**src/rtl/prio_res_pkg.sv**
```systemverilog
// Shared widths and types for the ingress priority resolver.
// Assumes 802.1p priorities of 3 bits and a 2-bit queue priority per code point.
package prio_res_pkg;
    localparam int PCP_W    = 3;
    localparam int QPRIO_W  = 2;
    localparam int DSCP_W   = 6;
    localparam int TOS_W    = 8;
    localparam int CFG_W    = 8;
    localparam int CODE_PTS = 1 << DSCP_W;
    localparam int MAP_W    = CODE_PTS * QPRIO_W;
    localparam int MAP_REGS = MAP_W / CFG_W;
    localparam int MAP_AW   = $clog2(MAP_REGS);

    typedef logic [PCP_W-1:0]   pcp_t;
    typedef logic [QPRIO_W-1:0] qprio_t;
    typedef logic [DSCP_W-1:0]  dscp_t;
endpackage

```
**src/rtl/dscp_map_regs.sv**
```systemverilog
// Code-point map storage: MAP_REGS byte registers written one at a time,
// presented as one packed map. Byte k occupies map bits [8k+7:8k].
// Assumes every address value selects an existing byte.
module dscp_map_regs
    import prio_res_pkg::*;
(
    input  logic                 clk,
    input  logic                 rst_n,
    input  logic                 wr_en,
    input  logic [MAP_AW-1:0]    wr_addr,
    input  logic [CFG_W-1:0]     wr_data,
    output logic [MAP_W-1:0]     map
);
    logic [CFG_W-1:0] regs [MAP_REGS];

    // Byte register file: clear on reset, load the addressed byte on a write.
    always_ff @(posedge clk) begin
        if (!rst_n) begin
            for (int i = 0; i < MAP_REGS; i++) regs[i] <= '0;
        end else if (wr_en) begin
            regs[wr_addr] <= wr_data;
        end
    end

    // Pack the bytes into the flat map, lowest byte at the bottom.
    for (genvar g = 0; g < MAP_REGS; g++) begin : g_pack
        assign map[g*CFG_W +: CFG_W] = regs[g];
    end


    wr_lands_chk: assert property (@(posedge clk) disable iff (!rst_n)
        wr_en |=> regs[$past(wr_addr)] == $past(wr_data));
endmodule

```
**src/rtl/dscp_lookup.sv**
```systemverilog
// Combinational selection of one 2-bit queue priority from the packed map.
// Code point n selects map bits [2n+1:2n]. Assumes a full 64-entry map.
module dscp_lookup
    import prio_res_pkg::*;
(
    input  logic [MAP_W-1:0] map,
    input  dscp_t            dscp,
    output qprio_t           prio
);
    // Index the map by code point times entry width.
    always_comb begin
        prio = map[{dscp, 1'b0} +: QPRIO_W];
    end
endmodule

```
**src/rtl/pcp_ceiling.sv**
```systemverilog
// Combinational user-priority ceiling: a tagged priority above the
// port default is replaced by the default when the ceiling is enabled.
// Untagged frames and disabled ceilings pass the input through.
module pcp_ceiling
    import prio_res_pkg::*;
(
    input  logic tagged_in,
    input  logic ceil_on,
    input  pcp_t pcp_in,
    input  pcp_t def_pcp,
    output pcp_t pcp_out
);
    // Clamp against the default only for tagged frames with the ceiling on.
    always_comb begin
        if (tagged_in && ceil_on && (pcp_in > def_pcp)) pcp_out = def_pcp;
        else                                           pcp_out = pcp_in;
    end
endmodule

```
**src/rtl/ingress_prio_resolver.sv**
```systemverilog
// Ingress priority resolver top. Selects the arriving port's configuration,
// applies the user-priority ceiling, looks up the code-point map and
// registers both results one cycle after parse_valid.
// Assumes port numbers at or above NUM_PORTS carry no configuration.
module ingress_prio_resolver
    import prio_res_pkg::*;
#(
    parameter int NUM_PORTS = 5,
    parameter int PORT_W    = $clog2(NUM_PORTS)
) (
    input  logic                        clk,
    input  logic                        rst_n,
    input  logic [NUM_PORTS*PCP_W-1:0]  cfg_def_pcp,
    input  logic [NUM_PORTS-1:0]        cfg_ceil_en,
    input  logic                        map_wr_en,
    input  logic [MAP_AW-1:0]           map_wr_addr,
    input  logic [CFG_W-1:0]            map_wr_data,
    input  logic                        parse_valid,
    input  logic [PORT_W-1:0]           ingress_port,
    input  logic                        tag_present,
    input  logic [PCP_W-1:0]            in_pcp,
    input  logic                        ip_present,
    input  logic [TOS_W-1:0]            in_tos,
    output logic                        res_valid,
    output logic [PCP_W-1:0]            res_pcp,
    output logic [QPRIO_W-1:0]          qprio,
    output logic                        qprio_valid
);
    localparam logic [PORT_W-1:0] LAST_PORT = PORT_W'(NUM_PORTS - 1);

    pcp_t               def_arr [NUM_PORTS];
    logic [MAP_W-1:0]   map;
    pcp_t               sel_def;
    logic               sel_ceil;
    pcp_t               clamped;
    qprio_t             looked_up;
    dscp_t              dscp;
    logic               unused_ecn;

    // Split the packed per-port defaults into an array.
    for (genvar p = 0; p < NUM_PORTS; p++) begin : g_port
        assign def_arr[p] = cfg_def_pcp[p*PCP_W +: PCP_W];
    end

    // Pick the arriving port's settings; unknown ports get no ceiling.
    always_comb begin
        sel_def  = '0;
        sel_ceil = 1'b0;
        if (ingress_port <= LAST_PORT) begin
            sel_def  = def_arr[ingress_port];
            sel_ceil = cfg_ceil_en[ingress_port];
        end
    end

    assign dscp       = in_tos[TOS_W-1 -: DSCP_W];
    assign unused_ecn = ^in_tos[TOS_W-DSCP_W-1:0];

    dscp_map_regs u_map (
        .clk     (clk),
        .rst_n   (rst_n),
        .wr_en   (map_wr_en),
        .wr_addr (map_wr_addr),
        .wr_data (map_wr_data),
        .map     (map)
    );

    dscp_lookup u_lookup (
        .map  (map),
        .dscp (dscp),
        .prio (looked_up)
    );

    pcp_ceiling u_ceil (
        .tagged_in (tag_present),
        .ceil_on   (sel_ceil),
        .pcp_in    (in_pcp),
        .def_pcp   (sel_def),
        .pcp_out   (clamped)
    );

    // Result strobe: one cycle behind the parse strobe.
    always_ff @(posedge clk) begin
        if (!rst_n) res_valid <= 1'b0;
        else        res_valid <= parse_valid;
    end

    // Result registers: load on the parse strobe, hold otherwise.
    always_ff @(posedge clk) begin
        if (!rst_n) begin
            res_pcp     <= '0;
            qprio       <= '0;
            qprio_valid <= 1'b0;
        end else if (parse_valid) begin
            res_pcp     <= clamped;
            qprio       <= ip_present ? looked_up : '0;
            qprio_valid <= ip_present;
        end
    end


    strobe_follow_chk: assert property (@(posedge clk) disable iff (!rst_n)
        parse_valid |=> res_valid);

    strobe_quiet_chk: assert property (@(posedge clk) disable iff (!rst_n)
        !parse_valid |=> !res_valid);

    hold_chk: assert property (@(posedge clk) disable iff (!rst_n)
        !parse_valid |=> ($stable(res_pcp) && $stable(qprio) && $stable(qprio_valid)));

    ceiling_chk: assert property (@(posedge clk) disable iff (!rst_n)
        (parse_valid && tag_present && sel_ceil) |=> (res_pcp <= $past(sel_def)));

    non_ip_chk: assert property (@(posedge clk) disable iff (!rst_n)
        (parse_valid && !ip_present) |=> (!qprio_valid && qprio == '0));
endmodule

```
**config.mk**
```make
export PLATFORM = sky130hd
export DESIGN_NAME = ingress_prio_resolver
export DESIGN_NICKNAME = d
export VERILOG_FILES = /design/src/rtl/prio_res_pkg.sv /design/src/rtl/dscp_map_regs.sv /design/src/rtl/dscp_lookup.sv /design/src/rtl/pcp_ceiling.sv /design/src/rtl/ingress_prio_resolver.sv
export SDC_FILE = /design/constraint.sdc
export NUM_CORES = 1
export LEC_CHECK = 0
export CAP_MARGIN = 10
export CORE_MARGIN = 3
export CORE_UTILIZATION = 58
export CTS_CLUSTER_DIAMETER = 60
export DETAILED_ROUTE_END_ITERATION = 6
export PLACE_DENSITY = 0.85
export SLEW_MARGIN = 20
export SYNTH_ARGS = -nofsm -noshare
export SYNTH_HDL_FRONTEND = slang
export SYNTH_SLANG_ARGS = --single-unit
export TNS_END_PERCENT = 10
```
**constraint.sdc**
```tcl
create_clock -name clk -period 3.55 [get_ports clk]
set_input_delay 0.71 -clock clk [delete_from_list [all_inputs] [get_ports clk]]
set_output_delay 0.71 -clock clk [all_outputs]
set_load 0.01 [all_outputs]
```
Word-level counts from Yosys, hierarchy flattened
Memory sizes are Yosys's and may differ from the RTL's.
Cells that the tools add are included.
Cells by class
  $lt $le $gt $ge: 4
  shifts and indexed selects: 1
  muxes and demuxes: 16
  bitwise gates (word level): 1
  reductions and logical operators: 3
Operators by type and width (number)
  variable part select 128 x 8 -> 2 bit: 1
  2-to-1 mux 3 bit: 4
  binary-select mux 3 bit (select 3 bit): 1
  2-to-1 mux 8 bit: 1
  OR reduction 8 bit: 1
  2-to-1 mux 1 bit: 7
  greater-or-equal comparator 4 bit, second input constant: 1
  less-than comparator 3 x 4 -> 1 bit, second input constant: 1
  2-to-1 mux 4 bit: 1
  inverter 3 -> 4 bit: 1
  binary-select mux 1 bit (select 3 bit): 1
  greater-than comparator 3 bit: 1
  less-or-equal comparator 3 bit, second input constant: 1
  logical AND 1 bit: 2
  2-to-1 mux 2 bit: 1
Storage, ports and cells
  bits in registers: 7
  bits in writable memories: 128
  bits of input ports: 52
  output and inout bits: 7
  logic and storage cells: 30
  memories kept: 1
Memory list
  u_map.regs: words 16, width 8, read ports 16, clocked after memory_dff 0, write ports 16, RTL line dscp_map_regs.sv:14  | logic [CFG_W-1:0] regs [MAP_REGS];

Depth between registers and ports, before layout
Gate-level depths: netlist (run 1).
  depth in word-level cells: 8
  depth in mapped cells: 11
  mapped depth without buffers: 10

Modules after synthesis
Synthesis (run 1) repeated with hierarchy kept, for this count alone.
Second synthesis, totals
  cells, all modules: 483
  area, all modules: 6508.7 um^2
Modules (own cells, without submodules)
  dscp_map_regs: instances 1, cells each 326, area each 4837.1 um^2, sequential area each 3843.7 um^2
  dscp_lookup: instances 1, cells each 98, area each 1119.8 um^2, sequential area each 0.0 um^2
  ingress_prio_resolver: instances 1, cells each 44, area each 440.4 um^2, sequential area each 140.1 um^2
  pcp_ceiling: instances 1, cells each 15, area each 111.4 um^2, sequential area each 0.0 um^2

Worst setup path before layout (run 1)
No wires, ideal clock.
  kind: input to register
  start point: input ingress_port[0]
  end point: register res_pcp[0]
  library setup time: 116 ps
  arrival time: 2903 ps
  required time: 3434 ps
  path slack: 531 ps
  cell stages on the path: 11
  path buffers: 1
  cell sequence: buf_2 -> mux4_2 -> nor2b_1 -> a31oi_1 -> ha_1 -> nor2b_1 -> o21ai_0 -> a221oi_2 -> mux2_2 -> mux2i_1 -> nor2b_1
Between the ends
  word-level cells in the longest chain between the ends: 8
  elaborated cells between the ends (all ways): 13
  those cells by class: order compare (2); mux (8); bitwise (1); reduce/logical (2)
Ends and longest elaborated chain
  start: declaration: RTL line ingress_prio_resolver.sv:19  | input logic [PORT_W-1:0] ingress_port,
  inverter 3 -> 4 bit (not written as such): RTL line ingress_prio_resolver.sv:50  | sel_def = def_arr[ingress_port];
  binary-select mux 3 bit (select 3 bit): RTL line ingress_prio_resolver.sv:50
  2-to-1 mux 3 bit (not written as such) (2 in a row): RTL line ingress_prio_resolver.sv:50
  2-to-1 mux 3 bit: RTL line ingress_prio_resolver.sv:49  | if (ingress_port <= LAST_PORT) begin
  greater-than comparator 3 bit: RTL line pcp_ceiling.sv:15  | if (tagged_in && ceil_on && (pcp_in > def_pcp)) pcp_out = def_pcp;
  logical AND 1 bit: RTL line pcp_ceiling.sv:15
  2-to-1 mux 3 bit (*): RTL line pcp_ceiling.sv:15
  end signal: assignment: RTL line ingress_prio_resolver.sv:94  | res_pcp <= clamped;
  end: declaration: RTL line ingress_prio_resolver.sv:25  | output logic [PCP_W-1:0] res_pcp,
Every way passes the cells marked *; elsewhere a longest branch is shown, timed or not. The select of a mux whose other input is x is not followed.
A chain may end at the register's enable or synchronous reset.

Final worst setup path (run 1)
Ends and elaborated chain as after synthesis.

==> results of run 1 <==
-- routing by layer --
layer  up-vias  global-route usage  wire length (µm)
li1       1858                   -                 -
met1      2034               0.310              5670
met2       149               0.392              7130
met3        30              0.0582               939
met4         0              0.0938               302
met5         -                   0                 0
-- power by group through the flow --
| stage | Sequential, mW | Clock, mW | Combinational (mW) |
|---|---|---|---|
| floorplan | 1.88 | 0 | 0.204 |
| global placement | 1.88 | 0 | 0.345 |
| detailed placement | 1.89 | 0 | 0.353 |
| CTS | 1.86 | 1.64 | 0.356 |
| global route | 1.86 | 1.73 | 0.381 |
| finish | 1.86 | 1.63 | 0.357 |
-- metrics by stage --
step | util | cells
finish | 0.720 | 685
global route | 0.720 | 685
CTS | 0.720 | 685
detailed placement | 0.670 | 653
global placement | 0.670 | 653
floorplan | - | 457
-- state kept, by name (all words and copies together), names as in the netlist --
signal	flops
res_pcp	3
qprio	2
res_valid	1
qprio_valid	1
u_map.regs	128
-- worst max-delay path, stage by stage --
cell	delay (ns)
clkdlybuf4s50_1	0.57
mux4_2	0.52
nor2b_1	0.14
a31oi_1	0.21
ha_1	0.17
nor2b_1	0.13
o21ai_0	0.10
a221oi_2	0.42
mux2_2	0.38
mux2i_1	0.15
nor2b_1	0.07
-- area by class of cell --
cell class              count  area, µm²
clock inverters            11        108
flip-flops and latches    135       3980
repair buffers             81        743
clock buffers              21        440
fillers                   724       3060
inverters                   4       15.0
well taps                 140        175
multi-input cells         293       2410
-- kinds of logic (layout without fill, tap and decap cells) --
| group | Yosys count | count (layout) | synth area share |
|---|---|---|---|
| buffers and inverters | 29 | 117 | 0.0246 |
| muxes | 51 | 51 | 0.146 |
| and+or+nand+nor | 200 | 200 | 0.178 |
| adders and majority gates | 3 | 3 | 0.00573 |
| DFF | 135 | 135 | 0.608 |
| AOI/OAI and AO/OA | 39 | 39 | 0.0378 |
-- how the worst min path moves through the flow --
stage                     slack [ns]     start       end
after floorplan                 0.49  qprio[1]  qprio[1]
after global placement          0.46  qprio[0]  qprio[0]
after detailed placement        0.49  qprio[1]  qprio[1]
after CTS                       0.50  qprio[1]  qprio[1]
after global routing            0.53  qprio[0]  qprio[0]
final                           0.49  qprio[1]  qprio[1]
-- Yosys cell counts, types with 8 or more instances --
master	count	area share
mux4_2	23	0.079
nand3_1	10	0.0076
nand2_1	8	0.0046
and2_1	130	0.12
edfxtp_1	128	0.59
mux2i_1	12	0.018
clkbuf_1	13	0.0074
nor2_1	20	0.011
mux4_1	9	0.036
o21ai_0	19	0.015
nor2b_1	12	0.011
==> summary.md, run 1 <==
| Metric | Value |
|---|---|
| DR DRC count | `0` |
| Gr usage total | `0.239` |
| Setup TNS | `0 ns` |
| Unique masters post-synth | `37` |
| PwrDens | `about 490 nW/µm²` |
| Yosys warnings | `0` |
| Dpl ws | `-0.127 ns` |
| Vias in the first global route | `between 4000 and 5000` |
| Pre-Repair DR Iteration Count | `5` |
| First-pass GRT wire length | `between 20 and 25 mm` |
| Routed vias | `~4100` |
| Top-level I/O count | `between 50 and 60` |
| Startpoint Class | `primary input` |
| R2r startpoint | `u_map.regs[0][0]` |
| P_leak | `about 2.8 nW` |
| Clk sinks | `around 140` |
| Synth Cell Area | `6550 µm²` |
| Post_cts resized | `0` |
| WHS | `0.493 ns` |
| Worst slew pin tran | `roughly 0.78 ns` |
| Fmax | `0.307 GHz` |
| Fin crit share | `0.918` |
| GP Congestion | `0.802` |
| Post-synth EDFFs | `about 130` |
| Area delta synth->final | `20.1%` |
| Most used DFF post-synth | `edfxtp_1` |
| Clk pwr share | `0.424` |
| H-Tree Level Count | `4` |
| TritonCTS Buffers | `17` |
| #FFs+latches synth | `approximately 140` |
| Crit. End Element | `register` |
| Setup Skew | `~0.0034 ns` |
| Synthesized area per cell | `approximately 14 µm²` |
| Max-Cap Viols | `0` |
| Cell Area, Placed | `~7300 µm²` |
| DIE WIDTH | `roughly 110 µm` |
| CP Data Required Time | `approximately 3.9 ns` |
| Worst slew margin | `0.481` |
| Fin area | `approximately 8000 µm²` |
| Seq pwr share | `0.483` |
| 1st-iter DRT viols | `around 270` |
| NumNets Final | `about 590` |
| Hold WC Path Type | `register to register` |
| Status | `finished, final reports clean` |
| Worst Path Arrival | `about 3.6 ns` |
| FF-to-FF path depth | `5` |
| Max-slew violations | `0` |
| Share of cells above drive strength 1 | `0.154` |
| Sequential-to-total area share from yosys stat | `0.608` |
| Syn Inst Count | `approximately 460` |
| Wirelength per Cell | `between 20 and 25 µm` |
| Routed Antenna Nets | `0` |
| Worst r2r dst | `qprio[0]` |
| Most frequent cells in the layout | `and2_1, edfxtp_1, clkdlybuf4s50_1` |
| CTS hold repair buffers | `0` |
| Hpwl dp | `around 9.1 mm` |
| Clk slew on worst S/H paths | `about 0.05 ns` |
| End of the critical path | `res_pcp[0]` |
| Syn nets | `between 500 and 600` |
| Final Hold Vio Count | `0` |
| Final setup fails | `0` |
| Longest Clk Path Bufs | `2` |
| Final worst slack | `approximately 0.29 ns` |
| Fraction of registers with async set/reset | `0` |
| Switching portion of total power | `0.212` |
| Antenna violations before repair | `0` |
| DR vias/cell | `~5.9` |
| Hold path depth | `2` |
| Top fanout value on the critical path | `5` |
| N_diodes | `0` |
| Port bufs | `56` |
| Min Tclk post-route | `around 3.3 ns` |
| VDD IR max | `around 0.00035 V` |
| Final Power | `~3.8 mW` |
| Setup Crit Path Kind | `primary input to register` |
| Total gr overflow | `0` |
| Starting Density | `0.599` |
| RSZ-0062 raised after global routing | `no` |
| Core area | `between 10000 and 15000 µm²` |
| Postcts setup bufs | `0` |
| Int Power | `roughly 3.0 mW` |
| Most common cell after layout, fill and taps aside | `and2_1` |
| Clock latency on the worst-skew pair | `approximately 0.4 ns` |
| Gate power share | `0.093` |
| CTS root buf | `clkbuf_16` |
| Critical Path Start | `ingress_port[0]` |
| Reg2reg setup slack | `between 1 and 1.5 ns` |
| Die area | `around 13000 µm²` |
| Row count | `38` |
| CTS tree | `yes` |
| Die height | `roughly 110 µm` |
| Final WL | `14.0 mm` |
| Largest net degree at the start of global routing | `25` |
| P_sw | `0.815 mW` |
No activity file was read; power rests on OpenSTA's default activity.
==> run 2: changes to the inputs <==
--- a/config.mk
+++ b/config.mk
@@ -6,7 +6,7 @@
 export NUM_CORES = 1
 export LEC_CHECK = 0
 export CAP_MARGIN = 10
-export CORE_MARGIN = 3
+export CORE_MARGIN = 2
 export CORE_UTILIZATION = 58
 export CTS_CLUSTER_DIAMETER = 60
 export DETAILED_ROUTE_END_ITERATION = 6
==> run 2 against run 1 <==
First-iteration DRC count rose by 32%. Global-route usage increased by 1.3 points. Setup slack better by 0.024 ns. Cell count grew 0.29%. Maximum frequency rose by 0.74%. Critical endpoint unchanged.
==> summary.md, run 2 (synthesized netlist as in run 1, its figures left out) <==
| Metric | Value |
|---|---|
| CP Data Required Time | `3.85 ns` |
| Hpwl dp | `around 9 mm` |
| Hold worst-path end | `qprio[1]` |
| P_leak | `2.82 nW` |
| Die area | `12200 µm²` |
| Largest reg by FF count | `u_map.regs` |
| First-pass GRT wire length | `between 20 and 25 mm` |
| Worst slew pin tran | `~0.74 ns` |
| Reg2reg setup slack | `1.51 ns` |
| GP Congestion | `approximately 0.8` |
| Routed Antenna Nets | `0` |
| Min Tclk post-route | `around 3.2 ns` |
| Max reg flops | `between 100 and 150` |
| Die height | `around 110 µm` |
| Clk sinks | `between 100 and 150` |
| CTS tree | `yes` |
| Top-level I/O count | `slightly below 60` |
| Final WL | `between 10 and 15 mm` |
| Setup TNS | `0 ns` |
| Total gr overflow | `0` |
| CTS hold repair buffers | `0` |
| Fin cells | `between 600 and 700` |
| Row count | `38` |
| HP Start | `qprio[1]` |
| Status | `finished, final reports clean` |
| Fmax | `between 0.3 and 0.4 GHz` |
| R2r startpoint | `u_map.regs[1][2]` |
| Post_cts resized | `0` |
| Port bufs | `56` |
| TritonCTS Buffers | `17` |
| Antenna violations before repair | `0` |
| Routed vias | `between 4000 and 5000` |
| Wirelength per Cell | `roughly 20 µm` |
| Fin crit share | `0.911` |
| VDD IR max | `0.000351 V` |
| Max-slew violations | `0` |
| H-Tree Level Count | `4` |
| Dpl ws | `-0.115 ns` |
| Longest Clk Path Bufs | `2` |
| Final worst slack | `between 0.3 and 0.4 ns` |
| Starting Density | `0.599` |
| DIE WIDTH | `~110 µm` |
| DR DRC count | `0` |
| Largest net degree at the start of global routing | `25` |
| Clk slew on worst S/H paths | `about 0.060 ns` |
| Pre-Repair DR Iteration Count | `5` |
| Most frequent cells in the layout | `and2_1, edfxtp_1, clkdlybuf4s50_1` |
| DR vias/cell | `roughly 5.9` |
| Postcts setup bufs | `0` |
| N_diodes | `0` |
| Final setup fails | `0` |
| Largest registers | `u_map.regs: 128 flops, res_pcp: 3 flops, qprio: 2 flops` |
| Vias in the first global route | `about 4300` |
| Share of cells above drive strength 1 | `0.163` |
| Setup Skew | `about 0.005 ns` |
| Core area | `10900 µm²` |
| RSZ-0062 raised after global routing | `no` |
| Max-Cap Viols | `0` |
| Hold WC Path Type | `register to register` |
| Worst Path Arrival | `between 3 and 4 ns` |
| Gr usage total | `0.251` |
| NumNets Final | `between 500 and 600` |
| Worst slew margin | `0.505` |
| Crit. End Element | `register` |
| Top fanout value on the critical path | `4` |
| Area delta synth->final | `20.3%` |
| Clock latency on the worst-skew pair | `~0.41 ns` |
| PwrDens | `482 nW/µm²` |
| Final Hold Vio Count | `0` |
| Placed cell count | `655` |
| Setup Crit Path Kind | `primary input to register` |
| 1st-iter DRT viols | `352` |
| Worst r2r dst | `qprio[0]` |
| CTS root buf | `clkbuf_16` |
| Startpoint Class | `primary input` |
| Hold path depth | `2` |
| WHS | `roughly 0.48 ns` |
| FF-to-FF path depth | `5` |
| Most common cell after layout, fill and taps aside | `and2_1` |
## run 2: cell types whose count changed in the layout (fill, tap and decap cells not counted)
cell	before	now
clkbuf_1	4	2
buf_4	25	27
clkinv_2	5	4
bufinv_16	2	1
clkinv_1	2	1
clkinvlp_4	2	6
inv_6	0	1
## run 2: how the worst max path moves through the flow
stage                     from         end  cells after the start
2_1_floorplan  ingress_port[0]  res_pcp[0]                     11
3_3_place_gp   ingress_port[0]  res_pcp[0]                     11
3_5_place_dp   ingress_port[0]  res_pcp[0]                     11
4_1_cts        ingress_port[0]  res_pcp[0]                     11
5_1_grt        ingress_port[0]  res_pcp[0]                     11
6_report       ingress_port[0]  res_pcp[0]                     11
## run 2: per-stage QoR
stage	power, mW	area (µm²)	utilization
6_report	3.80	7880	0.721
5_1_grt	3.93	7880	0.721
4_1_cts	3.81	7880	0.721
3_5_place_dp	2.24	7340	0.671
3_3_place_gp	2.22	7340	0.671
2_1_floorplan	2.08	6550	-
## run 2: critical path, cell delays in order
cell             delay (ns)
clkdlybuf4s50_1        0.58
mux4_2                 0.53
nor2b_1                0.15
a31oi_1                0.20
ha_1                   0.17
nor2b_1                0.13
o21ai_0                0.10
a221oi_2               0.39
mux2_2                 0.38
mux2i_1                0.13
nor2b_1                0.06
## run 2: metal layers
layer  part of all wire  vias to the layer above  global-route usage
li1                   -                     1856                   -
met1               0.40                     2015               0.328
met2               0.50                      183               0.409
met3              0.077                       26              0.0506
met4              0.018                        0               0.118
met5                  0                        -                   0
## run 2: final cells by class
cell class                 count  area, µm²
clock buffer                  19        433
clock inverter                13        108
fill                         687       3060
inverter                       4       15.0
multi-input combinational    293       2410
sequential                   135       3980
tap                          140        175
timing repair buffer          83        758
## run 2: power by group
part / switching (mW) / total, mW / leakage [nW] / internal, mW
combinational: 0.178 / 0.359 / 1.29 / 0.181
sequential: 0.0235 / 1.85 / 1.28 / 1.83
clock: 0.633 / 1.59 / 0.249 / 0.954
